### config.mk
export PLATFORM = sky130hd
export DESIGN_NAME = hybrid_bus_arbiter
export DESIGN_NICKNAME = d
export VERILOG_FILES = /design/src/rtl/hba_pkg.sv /design/src/rtl/hba_pick.sv /design/src/rtl/hba_above.sv /design/src/rtl/hba_chain.sv /design/src/rtl/hybrid_bus_arbiter.sv
export SDC_FILE = /design/constraint.sdc
export NUM_CORES = 1
export LEC_CHECK = 0
export BUFFER_PORTS_ARGS = -buffer_cell sky130_fd_sc_hd__buf_2
export CELL_PAD_IN_SITES_DETAIL_PLACEMENT = 1
export CELL_PAD_IN_SITES_GLOBAL_PLACEMENT = 1
export CORE_MARGIN = 2
export CORE_UTILIZATION = 38
export CTS_CLUSTER_SIZE = 10
export DETAILED_ROUTE_END_ITERATION = 12
export PLACE_DENSITY = 0.94
export SYNTH_ARGS = -nofsm -noshare
export SYNTH_HDL_FRONTEND = slang
export SYNTH_HIERARCHICAL = 1
export SYNTH_SLANG_ARGS = --single-unit
### constraint.sdc
create_clock -name clk -period 5.1 [get_ports clk]
set_clock_uncertainty 0.15 [all_clocks]
set_input_delay 1.53 -clock clk [delete_from_list [all_inputs] [get_ports clk]]
set_output_delay 1.53 -clock clk [all_outputs]
set_load 0.02 [all_outputs]
### src/rtl/hba_pkg.sv
package hba_pkg;
    typedef enum logic [1:0] {
        ST_IDLE  = 2'd0,
        ST_OFFER = 2'd1,
        ST_HOLD  = 2'd2
    } arb_state_e;
endpackage

### src/rtl/hba_pick.sv
module hba_pick #(
    parameter int NUM_CLASSES = 4,
    parameter int CLS_W       = 2
) (
    input  logic [NUM_CLASSES-1:0] req,
    input  logic                   rotate,
    input  logic [CLS_W-1:0]       last,
    output logic [CLS_W-1:0]       winner,
    output logic                   any
);
    int start_idx;
    always_comb begin
        winner = '0;
        any    = 1'b0;
        if (rotate) begin
            start_idx = (int'(last) == 0) ? NUM_CLASSES - 1 : int'(last) - 1;
        end else begin
            start_idx = NUM_CLASSES - 1;
        end
        for (int k = 0; k < NUM_CLASSES; k++) begin
            int j;
            j = start_idx - k;
            if (j < 0) j = j + NUM_CLASSES;
            if (!any && req[j]) begin
                any    = 1'b1;
                winner = CLS_W'(j);
            end
        end
    end
endmodule

### src/rtl/hba_above.sv
module hba_above #(
    parameter int NUM_CLASSES = 4,
    parameter int CLS_W       = 2
) (
    input  logic [NUM_CLASSES-1:0] req,
    input  logic [CLS_W-1:0]       owner,
    output logic                   pending
);
    always_comb begin
        pending = 1'b0;
        for (int c = 0; c < NUM_CLASSES; c++) begin
            if (req[c] && (c > int'(owner))) pending = 1'b1;
        end
    end
endmodule

### src/rtl/hba_chain.sv
module hba_chain #(
    parameter int MASTERS = 3
) (
    input  logic               gnt_in,
    input  logic [MASTERS-1:0] req,
    output logic [MASTERS-1:0] gnt
);
    logic [MASTERS:0] pass;
    assign pass[0] = gnt_in;
    for (genvar i = 0; i < MASTERS; i++) begin : g_link
        assign gnt[i]    = pass[i] & req[i];
        assign pass[i+1] = pass[i] & ~req[i];
    end
endmodule

### src/rtl/hybrid_bus_arbiter.sv
module hybrid_bus_arbiter #(
    parameter int NUM_CLASSES       = 4,
    parameter int MASTERS_PER_CLASS = 3
) (
    input  logic                                     clk,
    input  logic                                     rst_n,
    input  logic                                     rotate_mode,
    input  logic [NUM_CLASSES*MASTERS_PER_CLASS-1:0] mst_req,
    input  logic                                     bus_busy,
    output logic [NUM_CLASSES-1:0]                   cls_gnt,
    output logic [NUM_CLASSES*MASTERS_PER_CLASS-1:0] mst_gnt,
    output logic                                     bus_clr_n
);
    import hba_pkg::*;

    localparam int CLS_W = (NUM_CLASSES > 1) ? $clog2(NUM_CLASSES) : 1;
    localparam int MPC   = MASTERS_PER_CLASS;

    typedef struct packed {
        arb_state_e             st;
        logic [NUM_CLASSES-1:0] gnt;
        logic [CLS_W-1:0]       owner;
        logic [CLS_W-1:0]       last;
        logic                   clr_n;
    } arb_regs_t;

    arb_regs_t r_d, r_q;

    logic [NUM_CLASSES-1:0] cls_req;
    logic [CLS_W-1:0]       win_idx;
    logic                   any_req;
    logic                   above_pend;

    for (genvar c = 0; c < NUM_CLASSES; c++) begin : g_cls
        assign cls_req[c] = |mst_req[c*MPC +: MPC];
        hba_chain #(.MASTERS(MPC)) u_chain (
            .gnt_in (r_q.gnt[c]),
            .req    (mst_req[c*MPC +: MPC]),
            .gnt    (mst_gnt[c*MPC +: MPC])
        );
    end

    hba_pick #(.NUM_CLASSES(NUM_CLASSES), .CLS_W(CLS_W)) u_pick (
        .req    (cls_req),
        .rotate (rotate_mode),
        .last   (r_q.last),
        .winner (win_idx),
        .any    (any_req)
    );

    hba_above #(.NUM_CLASSES(NUM_CLASSES), .CLS_W(CLS_W)) u_above (
        .req     (cls_req),
        .owner   (r_q.owner),
        .pending (above_pend)
    );

    always_comb begin
        r_d = r_q;
        unique case (r_q.st)
            ST_IDLE: begin
                if (any_req && !bus_busy) begin
                    r_d.st    = ST_OFFER;
                    r_d.gnt   = NUM_CLASSES'(1) << win_idx;
                    r_d.owner = win_idx;
                    r_d.last  = win_idx;
                    r_d.clr_n = 1'b1;
                end else if (!any_req) begin
                    r_d.clr_n = 1'b1;
                end
            end
            ST_OFFER: begin
                if (!rotate_mode && above_pend) r_d.clr_n = 1'b0;
                if (bus_busy) begin
                    r_d.st = ST_HOLD;
                end else if (!cls_req[r_q.owner]) begin
                    r_d.st  = ST_IDLE;
                    r_d.gnt = '0;
                end
            end
            ST_HOLD: begin
                if (!rotate_mode && above_pend) r_d.clr_n = 1'b0;
                if (!bus_busy) begin
                    r_d.st  = ST_IDLE;
                    r_d.gnt = '0;
                end
            end
            default: begin
                r_d.st  = ST_IDLE;
                r_d.gnt = '0;
            end
        endcase
    end

    always_ff @(posedge clk) begin
        if (!rst_n) begin
            r_q.st    <= ST_IDLE;
            r_q.gnt   <= '0;
            r_q.owner <= '0;
            r_q.last  <= '0;
            r_q.clr_n <= 1'b1;
        end else begin
            r_q <= r_d;
        end
    end

    assign cls_gnt   = r_q.gnt;
    assign bus_clr_n = r_q.clr_n;

    p_single_grant_r4: assert property (@(posedge clk) disable iff (!rst_n)
        $onehot0(cls_gnt) && $onehot0(mst_gnt));

    p_master_in_class_r3: assert property (@(posedge clk) disable iff (!rst_n)
        (mst_gnt != '0) |-> (cls_gnt != '0));

    p_grant_needs_req_r8: assert property (@(posedge clk) disable iff (!rst_n)
        (cls_gnt != '0 && $past(cls_gnt) == '0) |-> (($past(cls_req) & cls_gnt) != '0));

    p_grant_after_idle_bus_r5: assert property (@(posedge clk) disable iff (!rst_n)
        (cls_gnt != '0 && $past(cls_gnt) == '0) |-> !$past(bus_busy));

    p_hold_while_busy_r5: assert property (@(posedge clk) disable iff (!rst_n)
        (r_q.st == ST_HOLD && bus_busy) |=> $stable(cls_gnt));

    p_clear_fixed_only_r6: assert property (@(posedge clk) disable iff (!rst_n)
        $fell(bus_clr_n) |-> !$past(rotate_mode));
endmodule

==> run summary <==
The run finished with clean final reports. The run gives 33 as the number of I/O pins. The tools report the count of H-tree levels built during CTS as 1. Along the worst path, the maximum fanout reaches 8.

Type of the most critical hold path: flop to flop. Sequential elements use 18.6% of the synthesized area. From bottom edge to top edge, the die measures 54.5 um. Once detail routing completed, the nets flagged for antenna violations numbered 0. The critical path goes through buf_2 > or3_1 > mux2_4 > a311o_1 > o22ai_1 > mux2i_1 > and2b_1 > o2111ai_1 > mux2i_1. The area of the die was 2970 um^2; the count of synthesis-stage warnings from yosys was 6. The first global-routing pass estimated 4.17 mm of wire.

The count of pins over their slew limit was 0; the cell row count was 18. The smallest hold slack is 0.339 ns. The biggest area contributor in the post-synthesis netlist is sky130_fd_sc_hd__dfxtp_1. Once the clock tree was built, the setup fixing pass inserted 0 buffers. In the final layout, the multi-input gates occupy 709 um^2. Kind of launch point of the worst setup path: a primary input. The met2 track demand over resource is 36.7%, and the count of flip-flops with a built-in enable after synthesis is 0. The worst setup path is captured at a flop. The gate family responsible for the most delay along the worst path was multiplexers. Buffers inserted during clock tree synthesis total 3. The clock-pin slew of the registers on the worst-case setup and hold paths was 0.06 ns.

The most used flip-flop cell after synthesis is sky130_fd_sc_hd__dfxtp_1. The fraction of post-synthesis cell area in the top cell type by area is 18.6%. Summed over all nets, the switching power comes to 81.2 uW.

In the global route stage, met3 resource usage came out at 1.64%. For the cell-internal power, the log shows 139 uW. Number of buffer and inverter stages on the critical path: 1. Summed over all nets, the half-perimeter wirelength after detailed placement is 2.16 mm. The net switching fraction of the power is 36.8%. For the accumulated negative setup slack, the log shows 0 ns. The number of detailed-route iterations in the first pass came out at 4. Across every metal layer, demand over resource in global routing totals 19.6%.

The post-layout instance area came out at 1130 um^2. Final worst-path setup slack: 1.31 ns. Clock root buffer master: sky130_fd_sc_hd__clkbuf_4. The final cycle utilization of the critical path was 74.4%; the peak supply drop was 160 uV.

The maximum single-stage delay on the critical path was 0.49 ns; the count of cells resized by post-cts repair was 0. sky130_fd_sc_hd__nand2_1 is the most common cell in the netlist. Entering global routing, the biggest net connects 16 pins. The logs give 115 for the gate count of the mapped netlist and 0 for the detailed-route DRC error count.

The worst setup path is of the primary input to flop kind. The routed wirelength normalized by instance count works out to 15.3 um. Summing all placed instances gives a cell area of 1110 um^2.

The combinational share of power is 34.4%, and the global routing usage on met1 is 22.3%. The post-synthesis instance area was 970 um^2. The tools report the starting utilization of the core area as 39.5%. In this run, synthesis produced a sequential element count of 9. The area taken by flip-flops and latches is 180 um^2, and the number of violations of the max-capacitance limit is 0.

The number of antenna violations at the first check in global routing was 0; the total power per unit cell area was 195 nW/um^2. The mean post-synth cell area works out to 8.43 um^2. The routed layout has 996 vias.

After synthesis, the cell types taking the most area are sky130_fd_sc_hd__dfxtp_1 (19%), sky130_fd_sc_hd__and4bb_2 (5.2%), sky130_fd_sc_hd__ha_1 (5.2%). The tools report the hold violation total from the final report as 0. The static leakage power was 0.519 nW. The number of hold-repair buffers added at the cts stage is 0, and the relative max-transition margin is 64.0%. In the final design database the tool counted 165 nets. The number of nets handed over by synthesis was 135. At the worst endpoint, the required time is 5.10 ns.

Per report_power, the sequential group accounts for 38.9% of the total. The die is 54.5 um wide. The run gives 325 as the layout filler cell count. Counting every sink on the clock net gives 9. At the pin with the least slew margin, the transition time is 0.539 ns. Subtracting the final worst setup slack from the clock period gives 3.79 ns. Setup violations remaining at the end of the flow were counted as 0. In the synthesized netlist, the cells that appear most often are sky130_fd_sc_hd__nand2_1 (13), sky130_fd_sc_hd__dfxtp_1 (9), sky130_fd_sc_hd__a21oi_1 (6). met2 is the most crowded layer. Summed over all layers, the global routing overflow is 0. The initial detailed-routing violation count was 6.

The logs give 0 for the count of inserted antenna diode cells and 264 MHz for the maximum achievable frequency. The logs give 3.79 ns for the arrival time at the worst endpoint and 47 for the number of distinct standard cells referenced by the synthesized netlist. The routed design has 2.67 mm of wire. In the routed layout, each cell is associated on average with a via count of 5.72. The clock share of power was 26.7%; the count of buffers from port buffering was 32. The clock latency of the later-clocked register in the worst-skew pair is 0.27 ns, and the layout cell share with drive strength beyond 1 is 39.6%. The clock passes through at most 2 buffers. Number of global-route vias before repair: 939. By instance count, the cell type seen most on the critical path is sky130_fd_sc_hd__mux2i_1. For this run, asynchronously set or reset flops after synthesis account for 0%. The tools report the worst slack at placement as 1.02 ns. At the end of routability-driven placement, the weighted congestion stood at 0.784. Among all stages on the critical path, the largest delay is contributed by sky130_fd_sc_hd__or3_1. Setup repair after global routing left no endpoint under its margin. The area overhead of the layout relative to synthesis was 16.8%. The area of the core came out at 2450 um^2. TritonCTS built the clock tree.
==> cells in the final DEF, fill, tap and decap left out, types with 5 or more instances in the layout <==
cell type	synthesis	layout
sky130_fd_sc_hd__nand2_1	13	13
sky130_fd_sc_hd__inv_1	5	5
sky130_fd_sc_hd__buf_2	0	32
sky130_fd_sc_hd__a21oi_1	6	6
sky130_fd_sc_hd__and2_2	5	5
sky130_fd_sc_hd__dfxtp_1	9	9
sky130_fd_sc_hd__mux2i_1	5	5
==> logic make-up after synthesis <==
logic type | synth area share (%)
fa+ha+maj | 5.16
compound gates | 22.3
mux | 6.71
simple gates | 39.0
buf+inv | 8.26
flops | 18.6
==> final cells by class <==
class / instances / area share [%]
Timing Repair Buffer: 32 / 14.1
Inverter: 5 / 1.66
Tap cell: 30 / 3.31
Sequential cell: 9 / 15.9
Clock buffer: 4 / 2.32
Multi-Input combinational cell: 94 / 62.7
==> layer usage <==
metal  vias up  share of wire (%)
met5         -                  0
met4         0                1.6
met3         5                2.4
met2        17                 54
met1       482                 42
li1        492                  -
==> state kept, by name, summed over array words and instances, names as in the netlist <==
register,count
cls_gnt,4
r_q,4
bus_clr_n,1
==> metrics by stage <==
step                      utilization [%]  cells  total power [mW]
final                                46.1    174             0.221
after global routing                 46.1    174             0.233
after CTS                            46.1    174             0.222
after detailed placement             45.1    170             0.163
after global placement               45.1    170             0.158
after floorplan                         -    115             0.142
==> power by group through the flow <==
| stage | Sequential [mW] | Clock, mW | Combinational [mW] |
|---|---|---|---|
| detailed placement | 0.0872 | 0 | 0.0758 |
| floorplan | 0.0833 | 0 | 0.0583 |
| global placement | 0.0863 | 0 | 0.0718 |
| CTS | 0.0857 | 0.0604 | 0.0764 |
| finish | 0.0858 | 0.0589 | 0.0759 |
| global route | 0.0868 | 0.0620 | 0.0841 |
==> worst reg2reg max path: cells and delay by family, from the launching register on <==
family	cells	cell delay [ns]
flip-flops	1	0.66
AO/OA/AOI/OAI	3	0.59
AND/OR/NAND/NOR	1	0.24
multiplexers	3	0.84
==> path summary, 6_finish.rpt <==
kind | start | endpoint | slack [ns] | cells past startpoint
setup / recovery | mst_req[10] | cls_gnt[2]$_SDFFE_PN0P_ | 1.31 | 9
setup reg to reg | r_q[2]$_SDFFE_PN0P_ | cls_gnt[2]$_SDFFE_PN0P_ | 2.49 | 7
hold reg to reg | cls_gnt[1]$_SDFFE_PN0P_ | cls_gnt[1]$_SDFFE_PN0P_ | 0.34 | 2
hold / removal | cls_gnt[1]$_SDFFE_PN0P_ | cls_gnt[1]$_SDFFE_PN0P_ | 0.34 | 2
(Power assumes the default switching activity.)
